### src/rtl/ltt_pkg.sv
package ltt_pkg;

  typedef enum logic [1:0] {
    OP_IDLE   = 2'd0,
    OP_ARM    = 2'd1,
    OP_DISARM = 2'd2,
    OP_TAKE   = 2'd3
  } ltt_op_e;

  // Command ranking: arm beats disarm beats take.
  function automatic ltt_op_e rank_op(input logic arm, input logic disarm, input logic take);
    if (arm)    return OP_ARM;
    if (disarm) return OP_DISARM;
    if (take)   return OP_TAKE;
    return OP_IDLE;
  endfunction

endpackage

### src/rtl/ltt_slot.sv
module ltt_slot #(
  parameter int ADDR_W = 32,
  parameter int TIME_W = 16
) (
  input  logic              clk,
  input  logic              rst_n,
  input  logic [TIME_W-1:0] now_i,
  input  logic              load_i,
  input  logic              drop_i,
  input  logic [ADDR_W-1:0] addr_i,
  input  logic [TIME_W-1:0] deadline_i,
  output logic              valid_o,
  output logic [ADDR_W-1:0] addr_o,
  output logic              due_o,
  output logic [TIME_W-1:0] age_o
);

  // Cycles elapsed since the deadline, modulo the counter range.
  function automatic logic [TIME_W-1:0] lag_of(input logic [TIME_W-1:0] now,
                                                input logic [TIME_W-1:0] dl);
    return now - dl;
  endfunction

  // Wrap-safe: the deadline has been reached when the lag is non-negative.
  function automatic logic reached(input logic [TIME_W-1:0] lag);
    return !lag[TIME_W-1];
  endfunction

  logic              valid_q;
  logic              fired_q;
  logic [ADDR_W-1:0] addr_q;
  logic [TIME_W-1:0] dl_q;
  logic [TIME_W-1:0] lag_w;

  assign lag_w = lag_of(now_i, dl_q);

  always_ff @(posedge clk or negedge rst_n) begin
    if (!rst_n) begin
      valid_q <= 1'b0;
      fired_q <= 1'b0;
      addr_q  <= '0;
      dl_q    <= '0;
    end else if (load_i) begin
      valid_q <= 1'b1;
      fired_q <= 1'b0;
      addr_q  <= addr_i;
      dl_q    <= deadline_i;
    end else if (drop_i) begin
      valid_q <= 1'b0;
      fired_q <= 1'b0;
    end else if (valid_q && reached(lag_w)) begin
      fired_q <= 1'b1;
    end
  end

  assign valid_o = valid_q;
  assign addr_o  = addr_q;
  assign due_o   = valid_q && (fired_q || reached(lag_w));
  assign age_o   = lag_w;

endmodule

### src/rtl/ltt_match.sv
module ltt_match #(
  parameter int N      = 8,
  parameter int ADDR_W = 32
) (
  input  logic [N-1:0]        valid_i,
  input  logic [N*ADDR_W-1:0] addr_flat_i,
  input  logic [ADDR_W-1:0]   key_i,
  output logic [N-1:0]        hit_o,
  output logic                hit_any_o,
  output logic [N-1:0]        free_o,
  output logic                full_o
);

  for (genvar g = 0; g < N; g++) begin : g_cmp
    assign hit_o[g] = valid_i[g] && (addr_flat_i[g*ADDR_W +: ADDR_W] == key_i);
  end

  assign hit_any_o = |hit_o;
  assign full_o    = &valid_i;

  // Lowest-numbered free slot, one-hot.
  always_comb begin
    logic taken;
    taken  = 1'b0;
    free_o = '0;
    for (int i = 0; i < N; i++) begin
      if (!valid_i[i] && !taken) begin
        free_o[i] = 1'b1;
        taken     = 1'b1;
      end
    end
  end

endmodule

### src/rtl/ltt_pick.sv
module ltt_pick #(
  parameter int N      = 8,
  parameter int TIME_W = 16
) (
  input  logic [N-1:0]        due_i,
  input  logic [N*TIME_W-1:0] age_flat_i,
  output logic [N-1:0]        pick_o,
  output logic                any_o
);

  // Largest lag means earliest deadline; strict compare keeps the lower slot on ties.
  always_comb begin
    logic [TIME_W-1:0] best;
    logic              found;
    best   = '0;
    found  = 1'b0;
    pick_o = '0;
    for (int i = 0; i < N; i++) begin
      if (due_i[i] && (!found || age_flat_i[i*TIME_W +: TIME_W] > best)) begin
        best   = age_flat_i[i*TIME_W +: TIME_W];
        found  = 1'b1;
        pick_o = '0;
        pick_o[i] = 1'b1;
      end
    end
  end

  assign any_o = |due_i;

endmodule

### src/rtl/line_timer_table.sv
module line_timer_table #(
  parameter int NUM_ENTRIES = 8,
  parameter int ADDR_W      = 32,
  parameter int TIME_W      = 16
) (
  input  logic              clk,
  input  logic              rst_n,
  input  logic              set_i,
  input  logic              unset_i,
  input  logic              pop_i,
  input  logic [ADDR_W-1:0] addr_i,
  input  logic [TIME_W-2:0] timeout_i,
  output logic              ready_o,
  output logic [ADDR_W-1:0] ready_addr_o,
  output logic              set_reject_o
);
  import ltt_pkg::*;

  localparam int N      = NUM_ENTRIES;
  localparam int STEP_W = TIME_W - 1;

  function automatic logic [TIME_W-1:0] deadline_of(input logic [TIME_W-1:0] now,
                                                     input logic [STEP_W-1:0] step);
    return now + {1'b0, step};
  endfunction

  logic [TIME_W-1:0]   now_q;
  logic [N-1:0]        valid_vec;
  logic [N-1:0]        due_vec;
  logic [N*ADDR_W-1:0] addr_flat;
  logic [N*TIME_W-1:0] age_flat;
  logic [N-1:0]        hit_vec;
  logic                hit_any;
  logic [N-1:0]        free_vec;
  logic                full_w;
  logic [N-1:0]        pick_vec;
  logic                due_any;
  logic [N-1:0]        load_vec;
  logic [N-1:0]        drop_vec;
  logic [TIME_W-1:0]   new_dl;
  ltt_op_e             op_w;
  logic                arm_ok;
  logic                arm_refused;
  logic                take_ok;

  always_ff @(posedge clk or negedge rst_n) begin
    if (!rst_n) now_q <= '0;
    else        now_q <= now_q + 1'b1;
  end

  assign op_w        = rank_op(set_i, unset_i, pop_i);
  assign arm_ok      = (op_w == OP_ARM) && (hit_any || !full_w);
  assign arm_refused = (op_w == OP_ARM) && !hit_any && full_w;
  assign take_ok     = (op_w == OP_TAKE) && due_any;
  assign new_dl      = deadline_of(now_q, timeout_i);

  assign load_vec = arm_ok ? (hit_any ? hit_vec : free_vec) : '0;
  assign drop_vec = ((op_w == OP_DISARM) ? hit_vec : '0) | (take_ok ? pick_vec : '0);

  for (genvar g = 0; g < N; g++) begin : g_slot
    ltt_slot #(.ADDR_W(ADDR_W), .TIME_W(TIME_W)) u_slot (
      .clk        (clk),
      .rst_n      (rst_n),
      .now_i      (now_q),
      .load_i     (load_vec[g]),
      .drop_i     (drop_vec[g]),
      .addr_i     (addr_i),
      .deadline_i (new_dl),
      .valid_o    (valid_vec[g]),
      .addr_o     (addr_flat[g*ADDR_W +: ADDR_W]),
      .due_o      (due_vec[g]),
      .age_o      (age_flat[g*TIME_W +: TIME_W])
    );
  end

  ltt_match #(.N(N), .ADDR_W(ADDR_W)) u_match (
    .valid_i     (valid_vec),
    .addr_flat_i (addr_flat),
    .key_i       (addr_i),
    .hit_o       (hit_vec),
    .hit_any_o   (hit_any),
    .free_o      (free_vec),
    .full_o      (full_w)
  );

  ltt_pick #(.N(N), .TIME_W(TIME_W)) u_pick (
    .due_i      (due_vec),
    .age_flat_i (age_flat),
    .pick_o     (pick_vec),
    .any_o      (due_any)
  );

  always_comb begin
    ready_addr_o = '0;
    for (int i = 0; i < N; i++) begin
      if (pick_vec[i]) ready_addr_o = ready_addr_o | addr_flat[i*ADDR_W +: ADDR_W];
    end
  end

  assign ready_o = due_any;

  always_ff @(posedge clk or negedge rst_n) begin
    if (!rst_n) set_reject_o <= 1'b0;
    else        set_reject_o <= arm_refused;
  end

endmodule

### config.mk
export PLATFORM = sky130hd
export DESIGN_NAME = line_timer_table
export DESIGN_NICKNAME = d
export VERILOG_FILES = /design/src/rtl/ltt_pkg.sv /design/src/rtl/ltt_slot.sv /design/src/rtl/ltt_match.sv /design/src/rtl/ltt_pick.sv /design/src/rtl/line_timer_table.sv
export SDC_FILE = /design/constraint.sdc
export NUM_CORES = 1
export LEC_CHECK = 0
export BUFFER_PORTS_ARGS = -buffer_cell sky130_fd_sc_hd__buf_2
export CAP_MARGIN = 20
export CORE_MARGIN = 1.5
export CORE_UTILIZATION = 62
export CTS_CLUSTER_DIAMETER = 150
export DETAILED_ROUTE_END_ITERATION = 6
export PLACE_DENSITY = 0.84
export SYNTH_ARGS = -nofsm -noshare
export SYNTH_HDL_FRONTEND = slang
export SYNTH_SLANG_ARGS = --single-unit
### constraint.sdc
create_clock -name clk -period 50.5 [get_ports clk]
set_input_delay 2.525 -clock clk [delete_from_list [all_inputs] [get_ports clk]]
set_output_delay 2.525 -clock clk [all_outputs]
set_load 0.05 [all_outputs]
* Word-level counts from Yosys, hierarchy flattened
Index checks and enable logic that the tools add are counted.
** Storage, ports and cells
- Bits of input ports :: 52
- Logic and storage cells :: 277
- Flip-flop bits (word level) :: 417
- Output and inout port bits :: 34
** Operators by class
- Magnitude comparators :: 7
- Equality and inequality tests :: 11
- Bitwise gates (word level) :: 8
- Reductions and logical operators :: 107
- Add/subtract/negate cells :: 10
- Multiplexer cells :: 100
** Operators with widths (number)
- 32-bit equality test :: 8
- 32-bit two-way mux :: 8
- 32-bit OR :: 7
- 16-bit subtractor :: 8
- 16-bit greater-than comparator :: 7
- 16-bit two-way mux :: 7
- 8-bit two-way mux :: 11
- 1-bit two-way mux :: 68
- 1-bit logical AND :: 42
- 1-bit logical NOT :: 30
- 3-bit nonzero test :: 8
- 16-bit by 1-bit adder with 16-bit output (second input constant) :: 1
- 16-bit by 15-bit adder with 16-bit output :: 1
- 1-bit logical OR :: 16
- 2-bit nonzero test :: 8
- 8-bit OR reduction :: 2
- 2-bit two-way mux :: 6
- 8-bit OR :: 1
- 8-bit AND reduction :: 1
- 2-bit equality test (second input constant) :: 2
- 2-bit by 1-bit equality test with 1-bit output (second input constant) :: 1

* Longest topological paths before layout
- Depth in word-level cells :: 48
- Gate-level depth with buffers :: 100
- Depth with buffers taken out :: 88

* By module
A second synthesis with hierarchy kept.
** Unflattened totals
- Cell total of the unflattened synthesis :: 3633
- Area, all modules :: 33627.3 um2
** Modules (own cells, without submodules)
- ltt_slot (g_slot[0].u_slot ...) :: cells an instance 269, sequential area each 1251.2 um2, instances 5, area an instance 2827.7 um2
- ltt_slot (g_slot[5].u_slot ...) :: cells an instance 269, sequential area each 1251.2 um2, instances 3, area an instance 2810.2 um2
- ltt_pick :: cells an instance 672, sequential area each 0.0 um2, instances 1, area an instance 4787.1 um2
- ltt_match :: cells an instance 404, sequential area each 0.0 um2, instances 1, area an instance 3259.4 um2
- line_timer_table :: cells an instance 405, sequential area each 425.4 um2, instances 1, area an instance 3011.6 um2

* Worst setup path after synthesis
OpenSTA, ideal clock, no wires.
- Path type :: reg2out
- From :: register now_q[1]
- To :: output port ready_addr_o[10]
- Buffers on the path :: 11
- Setup slack :: 30.134 ns
- Stages on the path, launching flop included :: 91
- Data required time :: 47.975 ns
- Data arrival time :: 17.841 ns
- Cell sequence :: dfrtp_1 > ha_1 > nor2b_1 > o31a_1 > o211ai_1 > a31oi_1 > a211oi_2 > clkbuf_1 > buf_1 > nand2_1 > ha_1 > nand4_1 > or3_1 > nor3_1 > nor2_1 > a211o_1 > and2_4 > buf_6 > [55 not listed] > a31o_2 > nand2b_1 > o21a_1 > nand2_1 > o221a_2 > ha_1 > a21o_1 > a21o_1 > a2111oi_0 > o21bai_1 > a21oi_1 > a21oi_1 > nand4_1 > nand3_1 > nor2_1 > clkbuf_1 > a22oi_1 > nand3_1
** Between the ends
- Word-level cells in the longest chain between the ends :: 48
- Elaborated cells on any way between the ends :: 97
- Those cells by class :: add/sub (8); order compare (7); mux (30); bitwise (7); reduce/logical (45)
** RTL lines
- start, declared :: RTL line line_timer_table.sv:27 : logic [TIME_W-1:0] now_q;
- start signal, assigned :: RTL line line_timer_table.sv:48 : else now_q <= now_q + 1'b1;
- 16-bit subtractor :: RTL line ltt_slot.sv:21 : return now - dl;
- 1-bit logical NOT :: RTL line ltt_slot.sv:26 : return !lag[TIME_W-1];
- 1-bit logical OR :: RTL line ltt_slot.sv:58 : assign due_o = valid_q && (fired_q || reached(lag_w));
- 1-bit logical AND :: RTL line ltt_slot.sv:58
- 16-bit two-way mux / 1-bit two-way mux (equally long branches) :: RTL line ltt_pick.sv:19 : if (due_i[i] && (!found || age_flat_i[i*TIME_W +: TIME_W] > best)) begin
- 16-bit greater-than comparator / 1-bit logical NOT (equally long branches) :: RTL line ltt_pick.sv:19
- 1-bit logical OR :: RTL line ltt_pick.sv:19
- 1-bit logical AND :: RTL line ltt_pick.sv:19
- [32 not listed]
- 32-bit OR :: RTL line line_timer_table.sv:96 : if (pick_vec[i]) ready_addr_o = ready_addr_o | addr_flat[i*ADDR_W +: ADDR_W];
- 32-bit two-way mux :: RTL line line_timer_table.sv:96
- 32-bit OR :: RTL line line_timer_table.sv:96
- 32-bit two-way mux :: RTL line line_timer_table.sv:96
- 32-bit OR :: RTL line line_timer_table.sv:96
- 32-bit two-way mux :: RTL line line_timer_table.sv:96
- 32-bit OR :: RTL line line_timer_table.sv:96
- 32-bit two-way mux (*) :: RTL line line_timer_table.sv:96
- end, declared :: RTL line line_timer_table.sv:14 : output logic [ADDR_W-1:0] ready_addr_o,
Mark *: on every way between the ends. The rest lies on a longest branch, timed or not.

* Final worst setup path
- From :: register now_q[0]
- To :: output port ready_addr_o[30]
Same word-level chain as after synthesis.

==> results.md <==
* Syn Area/Cell at 9.524 um2
* Syn_nets at 3636
* Sequential Power Share at 0.228
* DP Wirelength at 74550 um
* Int Pwr at 1385 uW
* Setup_tns at 0 ns
* Post-detailed-route count of antenna-violating nets at 0
* CTS tree: built
* Maxcap violations at 0
* H-tree Lvls at 2
* Comb power frac at 0.641
* Critical Path AT at 21.99 ns
* Pre-antenna DRT Iters at 6
* Dpl cells at 3937
* CP endpoint kind: output port
* TritonCTS Buffers at 47
* Starting density of the core at 0.6303
* Post-CTS Hold Buffers at 0
* Row cnt at 82
* Slew HR at 0.1939
* Largest net degree at the start of global routing at 115
* Synth top area cells: dfrtp_1 (33%), mux2_2 (11%), ha_1 (9.8%)
* Vias in the first global route at 25751
* CP max-delay cell: a31o_2
* Clock slew at reported path FFs at 0.06 ns
* Slew Viols, Final at 0
* XOR/XNOR Fraction of Synth Area at 0.1067
* Mux cell area share after synthesis at 0.1136
* Die Width at 229.1 um
* Synth Register Bits at 417
* Worst min path class: reg -> reg
* Share of cells above drive strength 1 at 0.1721
* Most numerous cell on the critical path: a21o_1
* Sequential-to-total area share from yosys stat at 0.3293
* Gr ovfl total at 0
* Top cell type's share of synthesized area at 0.3293
* First-pass GRT wire length at 152700 um
* Post-cts resize count at 0
* CTS max path bufs at 3
* Library cells used by synthesis at 96
* Final Setup Violations at 0
* Most used DFF post-synth: dfrtp_1
* Status: finished clean
* Max incr delay on CP at 0.91 ns
* Ys Warns at 0
* Final worst-path cycle share at 0.4855
* Layout area overhead at 7.297%
* Clock Latency Late Sink at 0.64 ns
* Final Critical Period at 24.52 ns
* Vias at 26221
* PortBufs at 85
* Switching share of power at 0.4923
* Largest fanout on the critical path at 41
* Startpoint types: flip-flop
* RSZ-0062 raised after global routing: false
* Worst vdd ir at 0.0001110 V
* Worst-margin pin slew at 1.205 ns
* Pleak at 0.01490 uW
* Placeable Area at 50270 um2
* Largest family of logic cells by synthesized area: compound AO/OA/AOI/OAI gates
* Critical path required time at 47.98 ns
* Die Ht at 229.1 um
* Post-CTS setup repair buffer count at 0
* DR vias/cell at 6.515
* Async S/R FF share, synth at 1.000
* Initial antenna violation count at 0
* Hold Vio Cnt, Final at 0
* Routed WL per cell at 24.92 um
* Biggest area consumer among synthesized cells: dfrtp_1
* Post-synthesis adder-cell area fraction at 0.1036
* Highest clock rate at 40.79 MHz
* Worst Skew at 0.03495 ns
* EDFF count, synth at 0
* Clock power share at 0.131
* Root Driver: clkbuf_16
* DRC viols at 0
* Most common cell after layout, fill and taps aside: dfrtp_1
* Most frequent cells in the layout: dfrtp_1 (417), mux2_2 (313), ha_1 (248), xnor2_1 (232), nand2_1 (202)
* Post-route non-filler standard cell count at 4025
* IO Pins at 86
* Psw at 1343 uW
* Synthesized cell area at 31690 um2
* Post-Route WL at 100300 um
* Tot GR Track Use at 0.3790
* GP Congestion at 1.016
* Crit Path Category: reg -> out
* Sink Count at 417
* Simple-gate area share of the yosys netlist at 0.1266
* Compound-Gate Fraction of Synth Area at 0.1686
* Pwr dens at 80.24 nW/um2
* Ant diodes at 0
* Syn Inst Count at 3327
* DRT iter0 DRCs at 2318
* Die Area at 52470 um2
* # nets final at 3625
==> sequential cells by signal (all words and copies together) (netlist names) <==
register,cells
g_slot.u_slot.dl_q,128
g_slot.u_slot.valid_o,8
g_slot.u_slot.addr_o,256
now_q,16
set_reject_o,1
g_slot.u_slot.fired_q,8
==> power groups by stage <==
stage | sequential, uW | clock [uW] | combinational [uW]
after floorplan | 585 | 0 | 1280
after global placement | 613 | 0 | 1690
after detailed placement | 622 | 0 | 1700
after CTS | 618 | 360 | 1720
after global routing | 638 | 372 | 1890
final | 622 | 358 | 1750
==> critical path: cells and delay by family (launching register included) <==
family	cells	cell delay [ns]
flops	1	0.46
simple gates	22	5.33
compound gates	49	11.13
buf+inv	5	1.46
fa+ha+maj	9	2.88
==> stage by stage <==
step | hold slack, ns | utilization | cell area (um2) | power (uW) | setup WS [ns]
2_1_floorplan | 0.4498 | - | 31690 | 1864 | 30.13
3_3_place_gp | 0.4651 | 0.6440 | 32380 | 2301 | 27.56
3_5_place_dp | 0.4830 | 0.6440 | 32380 | 2325 | 26.98
4_1_cts | 0.4964 | 0.6758 | 33980 | 2695 | 26.24
5_1_grt | 0.5059 | 0.6763 | 34000 | 2903 | 24.46
6_report | 0.4999 | 0.6763 | 34000 | 2728 | 25.98
==> final cells by class <==
class	count	area, um2
clock buffers	66	1369
clock inverters	20	229.0
fillers	3918	16280
inverters	197	739.5
multi-input cells	2532	19670
flip-flops and latches	417	10440
well taps	672	840.8
repair buffers	121	713.2
==> synthesized netlist by cell type, drive strengths merged (7+ instances only) <==
cell type and number:
or3 11, a211oi 16, nor2 153, nor4 58, nand4 76, clkbuf 45, nand2b 27, dfrtp 417
and3 14, o21bai 20, a211o 8, o31a 9, a31o 11, nand2 205, xor2 153, a221oi 8
a21oi 128, o31ai 14, nor2b 28, or2 10, fa 9, a21o 71, a21boi 9, inv 197
buf 136, a2111oi 9, nand3 117, a22oi 107, o211ai 19, ha 248, and2 18, a22o 35
mux2 314, o221a 7, o21ai 185, xnor2 233, o21a 58, a31oi 15, o311ai 9, nor3 43
==> logic make-up (layout without fill, tap and decap cells) <==
logic type      Yosys count  count (layout)
mux                     320             320
flops                   417             417
xor+xnor                386             386
compound gates          775             775
simple gates            794             794
buf+inv                 378             404
fa+ha+maj               257             257
==> layer usage <==
layer / routed length, um / global-route usage / vias to the layer above / part of all wire
li1: - / - / 11980 / -
met1: 37790 / 0.4455 / 12683 / 0.38
met2: 45870 / 0.6129 / 1190 / 0.46
met3: 7512 / 0.07184 / 368 / 0.075
met4: 9133 / 0.2938 / 0 / 0.091
met5: 0 / 0 / - / 0
==> path summary, 6_finish.rpt <==
| path | startpoint | depth (start not counted) | end | slack (ns) |
|---|---|---|---|---|
| worst min register to register | g_slot[7].u_slot.dl_q[1] | 2 | g_slot[7].u_slot.dl_q[1] | 0.50 |
| worst max register to register | now_q[0] | 84 | g_slot[1].u_slot.valid_o | 29.05 |
| max in group asynchronous | rst_n | 4 | g_slot[4].u_slot.addr_o[22] | 45.59 |
| worst max-delay path | now_q[0] | 85 | ready_addr_o[30] | 25.98 |
| min in group asynchronous | rst_n | 1 | g_slot[0].u_slot.dl_q[2] | 1.98 |
| worst min-delay path | g_slot[7].u_slot.dl_q[1] | 2 | g_slot[7].u_slot.dl_q[1] | 0.50 |
No activity file was read; power rests on OpenSTA's default activity.
